[config.mk]
export PLATFORM = sky130hd
export DESIGN_NAME = memcs_timing_gen
export DESIGN_NICKNAME = d
export VERILOG_FILES = /design/src/rtl/memcs_pkg.sv /design/src/rtl/memcs_cfg_latch.sv /design/src/rtl/memcs_seq.sv /design/src/rtl/memcs_window.sv /design/src/rtl/memcs_clkdiv.sv /design/src/rtl/memcs_timing_gen.sv
export SDC_FILE = /design/constraint.sdc
export NUM_CORES = 1
export LEC_CHECK = 0
export ABC_AREA = 1
export BUFFER_PORTS_ARGS = -buffer_cell sky130_fd_sc_hd__buf_2
export CAP_MARGIN = 0
export CELL_PAD_IN_SITES_DETAIL_PLACEMENT = 0
export CELL_PAD_IN_SITES_GLOBAL_PLACEMENT = 1
export CORE_MARGIN = 3
export CORE_UTILIZATION = 37
export DETAILED_ROUTE_END_ITERATION = 7
export PLACE_DENSITY_LB_ADDON = 0.2
export SYNTH_ARGS = -nofsm -noshare
export SYNTH_HDL_FRONTEND = slang
export SYNTH_SLANG_ARGS = --single-unit
[constraint.sdc]
create_clock -name clk -period 3.3 [get_ports clk]
set_clock_uncertainty 0.15 [all_clocks]
set_input_delay 0.495 -clock clk [delete_from_list [all_inputs] [get_ports clk]]
set_output_delay 0.495 -clock clk [all_outputs]
set_load 0.03 [all_outputs]
[src/rtl/memcs_pkg.sv]
package memcs_pkg;
  // tick counter width: widest timing field is 5 bits
  localparam int CW = 5;
  // narrow "on" fields are 4 bits
  localparam int ONW = 4;

  // field positions that the decoder relies on
  localparam int ON_LSB     = 0;
  localparam int RD_OFF_LSB = 8;
  localparam int WR_OFF_LSB = 16;
  localparam int WE_ON_LSB  = 16;
  localparam int WE_OFF_LSB = 24;
  localparam int RD_CYC_LSB = 0;
  localparam int WR_CYC_LSB = 8;
  localparam int ACC_LSB    = 16;

  localparam int NSTRB = 4;
  localparam int S_CS  = 0;
  localparam int S_ADV = 1;
  localparam int S_OE  = 2;
  localparam int S_WE  = 3;

  // resolved per-access timing, direction already applied
  typedef struct packed {
    logic [NSTRB-1:0][CW-1:0] on_t;
    logic [NSTRB-1:0][CW-1:0] off_t;
    logic [CW-1:0]            acc;
    logic [CW-1:0]            cyc;
    logic                     cap_en;
    logic                     sync;
    logic [1:0]               div;
  } plan_t;
endpackage

[src/rtl/memcs_cfg_latch.sv]
module memcs_cfg_latch
  import memcs_pkg::*;
#(
  parameter int REG_W = 32
) (
  input  logic             clk,
  input  logic             rst_n,
  input  logic             load,
  input  logic             wr,
  input  logic [REG_W-1:0] cfg_cs,
  input  logic [REG_W-1:0] cfg_adv,
  input  logic [REG_W-1:0] cfg_strb,
  input  logic [REG_W-1:0] cfg_cyc,
  input  logic             sync_rd,
  input  logic             sync_wr,
  input  logic [1:0]       clk_div,
  output plan_t            plan
);
  plan_t nxt;

  always_comb begin
    nxt = '0;
    nxt.on_t[S_CS]   = CW'(cfg_cs[ON_LSB +: ONW]);
    nxt.off_t[S_CS]  = wr ? cfg_cs[WR_OFF_LSB +: CW] : cfg_cs[RD_OFF_LSB +: CW];
    nxt.on_t[S_ADV]  = CW'(cfg_adv[ON_LSB +: ONW]);
    nxt.off_t[S_ADV] = wr ? cfg_adv[WR_OFF_LSB +: CW] : cfg_adv[RD_OFF_LSB +: CW];
    // a zero off tick keeps the strobe of the other direction parked high
    nxt.on_t[S_OE]   = CW'(cfg_strb[ON_LSB +: ONW]);
    nxt.off_t[S_OE]  = wr ? '0 : cfg_strb[RD_OFF_LSB +: CW];
    nxt.on_t[S_WE]   = CW'(cfg_strb[WE_ON_LSB +: ONW]);
    nxt.off_t[S_WE]  = wr ? cfg_strb[WE_OFF_LSB +: CW] : '0;
    nxt.acc          = cfg_cyc[ACC_LSB +: CW];
    nxt.cyc          = wr ? cfg_cyc[WR_CYC_LSB +: CW] : cfg_cyc[RD_CYC_LSB +: CW];
    nxt.cap_en       = !wr;
    nxt.sync         = wr ? sync_wr : sync_rd;
    nxt.div          = clk_div;
  end

  always_ff @(posedge clk or negedge rst_n) begin
    if (!rst_n)    plan <= '0;
    else if (load) plan <= nxt;
  end

  logic unused_cfg_bits;
  assign unused_cfg_bits = ^{cfg_cs, cfg_adv, cfg_strb, cfg_cyc};

  // the plan only moves on an accepted request
  a_r10_plan_held: assert property (@(posedge clk) disable iff (!rst_n)
    !load |=> $stable(plan));
endmodule

[src/rtl/memcs_seq.sv]
module memcs_seq
  import memcs_pkg::*;
(
  input  logic          clk,
  input  logic          rst_n,
  input  logic          req_valid,
  output logic          req_ready,
  input  logic [CW-1:0] cyc,
  output logic          load,
  output logic          busy,
  output logic [CW-1:0] cnt,
  output logic          done
);
  assign req_ready = !busy;
  assign load      = req_valid && !busy;
  assign done      = busy && (cnt == cyc);

  always_ff @(posedge clk or negedge rst_n) begin
    if (!rst_n) begin
      busy <= 1'b0;
      cnt  <= '0;
    end else if (load) begin
      busy <= 1'b1;
      cnt  <= '0;
    end else if (done) begin
      busy <= 1'b0;
      cnt  <= '0;
    end else if (busy) begin
      cnt  <= cnt + 1'b1;
    end
  end

  // acceptance starts tick 0 and closes the request side
  a_r2_accept_starts: assert property (@(posedge clk) disable iff (!rst_n)
    (req_valid && req_ready) |=> (!req_ready && cnt == '0));
  // the done tick is followed by an idle cycle
  a_r8_done_then_idle: assert property (@(posedge clk) disable iff (!rst_n)
    done |=> (req_ready && !done));
endmodule

[src/rtl/memcs_window.sv]
module memcs_window
  import memcs_pkg::*;
(
  input  logic          clk,
  input  logic          rst_n,
  input  logic          busy,
  input  logic [CW-1:0] cnt,
  input  logic [CW-1:0] on_t,
  input  logic [CW-1:0] off_t,
  output logic          strobe_n
);
  assign strobe_n = !(busy && (cnt >= on_t) && (cnt < off_t));

  // an empty window never drives the strobe low
  a_r6_empty_window: assert property (@(posedge clk) disable iff (!rst_n)
    (on_t >= off_t) |-> strobe_n);
endmodule

[src/rtl/memcs_clkdiv.sv]
module memcs_clkdiv (
  input  logic       clk,
  input  logic       rst_n,
  input  logic       load,
  input  logic       busy,
  input  logic       sync,
  input  logic [1:0] div,
  output logic       tick
);
  logic [1:0] phase;

  always_ff @(posedge clk or negedge rst_n) begin
    if (!rst_n)      phase <= '0;
    else if (load)   phase <= '0;
    else if (busy)   phase <= (phase == div) ? 2'd0 : phase + 2'd1;
  end

  assign tick = busy && sync && (phase == 2'd0);

  // with a divider above one, device clock edges never sit on adjacent ticks
  a_r9_tick_spacing: assert property (@(posedge clk) disable iff (!rst_n)
    (tick && div != 2'd0) |=> !tick);
endmodule

[src/rtl/memcs_timing_gen.sv]
module memcs_timing_gen
  import memcs_pkg::*;
#(
  parameter int REG_W = 32
) (
  input  logic             clk,
  input  logic             rst_n,
  input  logic             req_valid,
  output logic             req_ready,
  input  logic             req_write,
  input  logic [REG_W-1:0] cfg_cs,
  input  logic [REG_W-1:0] cfg_adv,
  input  logic [REG_W-1:0] cfg_strb,
  input  logic [REG_W-1:0] cfg_cyc,
  input  logic             sync_rd,
  input  logic             sync_wr,
  input  logic [1:0]       clk_div,
  output logic             cs_n,
  output logic             adv_n,
  output logic             oe_n,
  output logic             we_n,
  output logic             rd_capture,
  output logic             done,
  output logic             dev_clk_tick
);
  plan_t            plan;
  logic             load;
  logic             busy;
  logic [CW-1:0]    cnt;
  logic [NSTRB-1:0] strb_n;

  memcs_cfg_latch #(.REG_W(REG_W)) u_cfg (
    .clk(clk), .rst_n(rst_n), .load(load), .wr(req_write),
    .cfg_cs(cfg_cs), .cfg_adv(cfg_adv), .cfg_strb(cfg_strb), .cfg_cyc(cfg_cyc),
    .sync_rd(sync_rd), .sync_wr(sync_wr), .clk_div(clk_div), .plan(plan)
  );

  memcs_seq u_seq (
    .clk(clk), .rst_n(rst_n), .req_valid(req_valid), .req_ready(req_ready),
    .cyc(plan.cyc), .load(load), .busy(busy), .cnt(cnt), .done(done)
  );

  for (genvar g = 0; g < NSTRB; g++) begin : g_strb
    memcs_window u_win (
      .clk(clk), .rst_n(rst_n), .busy(busy), .cnt(cnt),
      .on_t(plan.on_t[g]), .off_t(plan.off_t[g]), .strobe_n(strb_n[g])
    );
  end

  memcs_clkdiv u_div (
    .clk(clk), .rst_n(rst_n), .load(load), .busy(busy),
    .sync(plan.sync), .div(plan.div), .tick(dev_clk_tick)
  );

  assign cs_n       = strb_n[S_CS];
  assign adv_n      = strb_n[S_ADV];
  assign oe_n       = strb_n[S_OE];
  assign we_n       = strb_n[S_WE];
  assign rd_capture = busy && plan.cap_en && (cnt == plan.acc);

  // an idle block keeps every strobe parked high
  a_r1_idle_quiet: assert property (@(posedge clk) disable iff (!rst_n)
    req_ready |-> (cs_n && adv_n && oe_n && we_n && !rd_capture && !done));
  // read and write enables are never low together
  a_r5_oe_we_excl: assert property (@(posedge clk) disable iff (!rst_n)
    !(!oe_n && !we_n));
  // capture never coincides with an active write enable
  a_r7_capture_read: assert property (@(posedge clk) disable iff (!rst_n)
    rd_capture |-> we_n);
endmodule

Word-level counts from Yosys, hierarchy flattened
Index checks and enable logic that the tools add are counted.

storage, ports and cells
  input port bits = 136
  output and inout port bits = 8
  logic and storage cells = 67
  flip-flop bits (word level) = 58

cells by class
  add/subtract/negate cells = 2
  multiplexer cells = 14
  reduce and logical (&&, ||, !) cells = 24
  equal/unequal tests = 3
  magnitude comparators = 8

operator list
  cell                                         number
  2-to-1 mux 5 bit                             8
  greater-or-equal comparator 5 x 4 -> 1 bit   4
  < comparator 5 bit                           4
  logical AND 1 bit                            14
  equality test 5 bit                          2
  logical NOT 1 bit                            6
  2-to-1 mux 2 bit                             3
  adder 5 x 1 -> 5 bit, second input constant  1
  nonzero test 2 bit                           2
  2-to-1 mux 1 bit                             3
  nonzero test 3 bit                           1
  adder 2 x 1 -> 2 bit, second input constant  1
  equality test 2 bit                          1
  logical NOT 2 bit                            1

Depth between registers and ports, before layout
  depth in word-level cells = 4
  mapped depth = 8
  depth with buffers taken out = 8

By module
A second synthesis with hierarchy kept.

second synthesis, totals
  cells, all modules = 561
  area total of the unflattened synthesis = 3893.7 µm²

modules (own cells, without submodules)
  module            area each (µm²)  instances  cells an instance  sequential area each (µm²)
  memcs_cfg_latch   2247.2           1          285                1251.2
  memcs_window      249.0            4          42                 0.0
  memcs_seq         397.9            1          60                 150.1
  memcs_clkdiv      153.9            1          25                 50.0
  memcs_timing_gen  98.8             1          23                 0.0

Least setup slack after synthesis
No wires, ideal clock.

  kind = reg2out
  start = register u_seq.cnt[3]
  end = output port adv_n
  arrival = 1377 ps
  required time = 2655 ps
  buffers on the path = 0
  setup slack = 1278 ps
  cell stages (with the launch flop) = 6
  cells stage by stage = dfrtp_1 -> ha_1 -> or2_2 -> a21oi_1 -> nand3_1 -> nand3_1

on the way
  word-level cells in the longest chain between the ends = 4
  elaborated cells between the ends (all ways) = 5
  those cells by class = order compare: 2; reduce/logical: 3

RTL lines
  what                                        line                    RTL
  start, declared                             memcs_seq.sv:11         output logic [CW-1:0] cnt,
  start signal, assigned                      memcs_seq.sv:29         cnt <= cnt + 1'b1;
  greater-or-equal comparator 5 x 4 -> 1 bit  memcs_window.sv:12      assign strobe_n = !(busy && (cnt >= on_t) && (cnt < off_t));
  logical AND 1 bit                           memcs_window.sv:12
  logical AND 1 bit *                         memcs_window.sv:12
  logical NOT 1 bit *                         memcs_window.sv:12
  end, declared                               memcs_timing_gen.sv:19  output logic adv_n,

Every way passes the cells marked *; elsewhere a longest branch is shown, timed or not.

Worst setup path in the final report
  start = register u_seq.cnt[2]
  end = output port cs_n

on the way
  word-level cells in the longest chain between the ends = 4
  elaborated cells between the ends (all ways) = 5
  those cells by class = order compare: 2; reduce/logical: 3

RTL lines
  what                                        line                    RTL
  greater-or-equal comparator 5 x 4 -> 1 bit  memcs_window.sv:12
  logical AND 1 bit                           memcs_window.sv:12
  logical AND 1 bit *                         memcs_window.sv:12
  logical NOT 1 bit *                         memcs_window.sv:12
  end, declared                               memcs_timing_gen.sv:18  output logic cs_n,

Marked as above.

==> impl_metrics.py <==
metrics = {
    "clocking": {
        "clockRootBuffer": "clkbuf_8",
        "ctsHoldBuffers": 0,
        "ctsLongestPathBuffers": 2,
        "postCtsResizedCells": 0,
        "cts_buffers": 9,
        "cts.clk_slew.worst_paths_ns": 0.06,
        "post_cts_buffers": 0,
        "h-tree-depth": 3,
        "cts_tree": "built",
        "cts.sinks": 58,
        "insertion_delay_ns": 0.32,
    },
    "final_layout": {
        "nets": 714,
        "area_growth_pct": 17.8,
        "layout-drive-gt1-share_pct": 18.3,
        "instances_no_fill": 675,
        "final_cell_mix": "nand2_1 (117), inv_1 (81), buf_2 (76), dfrtp_1 (58), o21ai_0 (47)",
        "design_area_sq_mm": 0.00418,
        "final_common_cell": "nand2_1",
        "antennaDiodeCount": 0,
    },
    "route": {
        "routed_wl_mm": 8.48,
        "viasPerCell": 4.63,
        "vias": 3125,
        "wl_per_cell_um": 12.6,
        "drtIter0Drc": 93,
        "routed-wl-met3_um": 440,
        "drc_errors": 0,
        "antenna_left": 0,
        "topRoutingLayerUsed": "met4",
        "firstDrtPassIters": 5,
        "wl_met1_mm": 4.11,
        "route.met2.wl_mm": 3.81,
    },
    "critical_path": {
        "worstPathRequired_ns": 2.65,
        "crit_chain": "ha_1, nand2_1, nand2_1, nand2_1, nand2_1, nor2_1, nand3_1, buf_2",
        "cpLargestDelayFamily": "flip-flops",
        "cp-start-kind": "register",
        "cp_slowest_stage_delay_ns": 0.80,
        "worstPathArrival_ns": 2.19,
        "path_class": "register to primary output",
        "r2r_start": "u_seq.busy",
        "crit_slowest_cell": "dfrtp_1",
        "worst-path-buf-inv": 1,
        "setup.worst_path.end_class": "primary output",
        "critical_path.most_common_cell": "nand2_1",
        "crit_start": "u_seq.cnt[2]",
        "worstPathMaxFanout": 15,
    },
    "sta": {
        "timing_worst_slew_pin_value_ns": 0.761,
        "hold_viol_final": 0,
        "fin_crit_ns": 2.84,
        "finalMaxSlewViolations": 0,
        "fmax_mhz": 353,
        "setup_tns_ns": 0,
        "relSlewSlack_pct": 49.2,
        "grt_setup_unrepaired": "no",
        "whs_ns": 0.159,
        "timing.final.crit_share_pct": 85.9,
        "finalSetupViolCount": 0,
    },
    "placed_design": {
        "place.gp.congestion": 0.765,
        "hpwl_mm": 6.08,
        "dpl_cell_area_sq_mm": 0.00402,
        "port-buffer-count": 76,
        "dpl.cell_count": 662,
    },
    "grt": {
        "grt_pass1_vias": 3099,
        "track_usage_pct": 16.5,
        "grt_overflow": 0,
        "grt_antenna_before_repair": 0,
        "grt_max_degree": 59,
        "grt_pass1_wl_mm": 14.6,
    },
    "logic_synthesis": {
        "yosys_warnings": 0,
        "muxShareOfSynthArea_pct": 0,
        "syn-cell-area_sq_mm": 0.00355,
        "synth-main-ff-cell": "dfrtp_1",
        "synth-seq-cells": 58,
        "synth_xor_area_share_pct": 0.740,
        "synthAdderAreaFrac_pct": 12.0,
        "synth_nets": 641,
        "seq_area_frac_synth_pct": 40.9,
        "synth-compound-area-share_pct": 11.0,
        "ys_async_sr_fraction_pct": 100,
        "synth_cell_types": 26,
        "yosysTopAreaCellShare_pct": 40.9,
        "synth_area_leader_cell": "dfrtp_1",
        "avgSynthCellArea_sq_um": 7.54,
        "postSynthCellCount": 471,
        "synth_enable_flop_cells": 0,
        "synth-simple-area-share_pct": 23.8,
        "synth_top_family_by_area": "simple AND/OR/NAND/NOR gates",
        "synth.area.top_cells": "dfrtp_1 (41%), nand2_1 (12%), ha_1 (12%), inv_1 (8.6%), o21ai_0 (6.6%)",
    },
    "job": {
        "maxCapViolCount": 0,
    },
    "floorplan": {
        "die_w_um": 104,
        "core_sq_mm": 0.00928,
        "row_count": 35,
        "initial_core_util_pct": 38.2,
        "die_h_um": 104,
        "ios": 144,
        "die-area_sq_mm": 0.0108,
    },
    "status": {
        "status": "finished, final reports clean",
    },
    "power_and_ir_drop": {
        "vdd_drop_max_mv": 0.401,
        "powerDensity_mw_per_mm2": 950,
        "leakagePower_nw": 2.32,
    },
    "min_path": {
        "hold_path_class": "input pin to async pin",
    },
}
## per-stage QoR
stage	setup slack, ns	utilization, %	total power (W)
floorplan	1.28	-	0.00290
global placement	0.764	43.3	0.00341
detailed placement	0.756	43.3	0.00346
CTS	0.391	45.1	0.00404
global route	0.281	45.1	0.00448
finish	0.464	45.1	0.00397
## metal layers
| layer | vias to the layer above | GRT usage [%] |
|---|---|---|
| li1 | 1633 | - |
| met1 | 1416 | 22.8 |
| met2 | 66 | 26.0 |
| met3 | 10 | 3.29 |
| met4 | 0 | 5.51 |
| met5 | - | 0 |
## Yosys cell counts (4+ instances only)
master    number
nand2_1      117
inv_1         81
dfrtp_1       58
o21ai_0       47
nor2_1        42
ha_1          34
nand3_1       22
o22ai_1       16
a21oi_1        9
buf_2          9
nand4_1        5
nand3b_1       4
nor3_1         4
or2_2          4
## power breakdown
part	internal, W	switching (W)	total (W)	leakage, nW
Combinational	0.000832	0.00127	0.00211	1.52
Clock	0.000302	0.000259	0.000561	0.0815
Sequential	0.00103	0.000276	0.00131	0.718
## registers in the layout, summed over array words and instances (netlist names)
signal	count
u_cfg.plan	50
u_div.phase	2
u_seq.busy	1
u_seq.cnt	5
## area by class of cell
type	instances	area [sq um]
clock buffer	13	159
multi-input combinational	312	1690
fill	1029	5100
inverter	83	314
timing repair buffer	80	410
tap	129	161
sequential	58	1450
## cells by family (layout without fill, tap and decap cells)
family                   count (synthesis)  after routing
AO/OA/AOI/OAI                           74             74
XOR/XNOR                                 3              3
adder cells (fa/ha/maj)                 34             34
buffers and inverters                  101            176
flip-flops                              58             58
AND/OR/NAND/NOR                        201            201
## final timing paths
check	endpoint	slack, ns	depth (start not counted)
max	cs_n	0.46	8
min	u_cfg.plan[29]	0.16	2
max reg2reg	u_cfg.plan[33]	1.37	4
min reg2reg	u_cfg.plan[34]	0.33	2
max in group asynchronous	u_cfg.plan[37]	2.33	2
min in group clk	u_cfg.plan[46]	0.22	3
## worst reg2reg max path: stages, from the launching register on
cell	delay, ns
dfrtp_1	0.62
nor2_4	0.50
buf_4	0.36
nand3_1	0.12
o21ai_0	0.09
(Power assumes the default switching activity.)
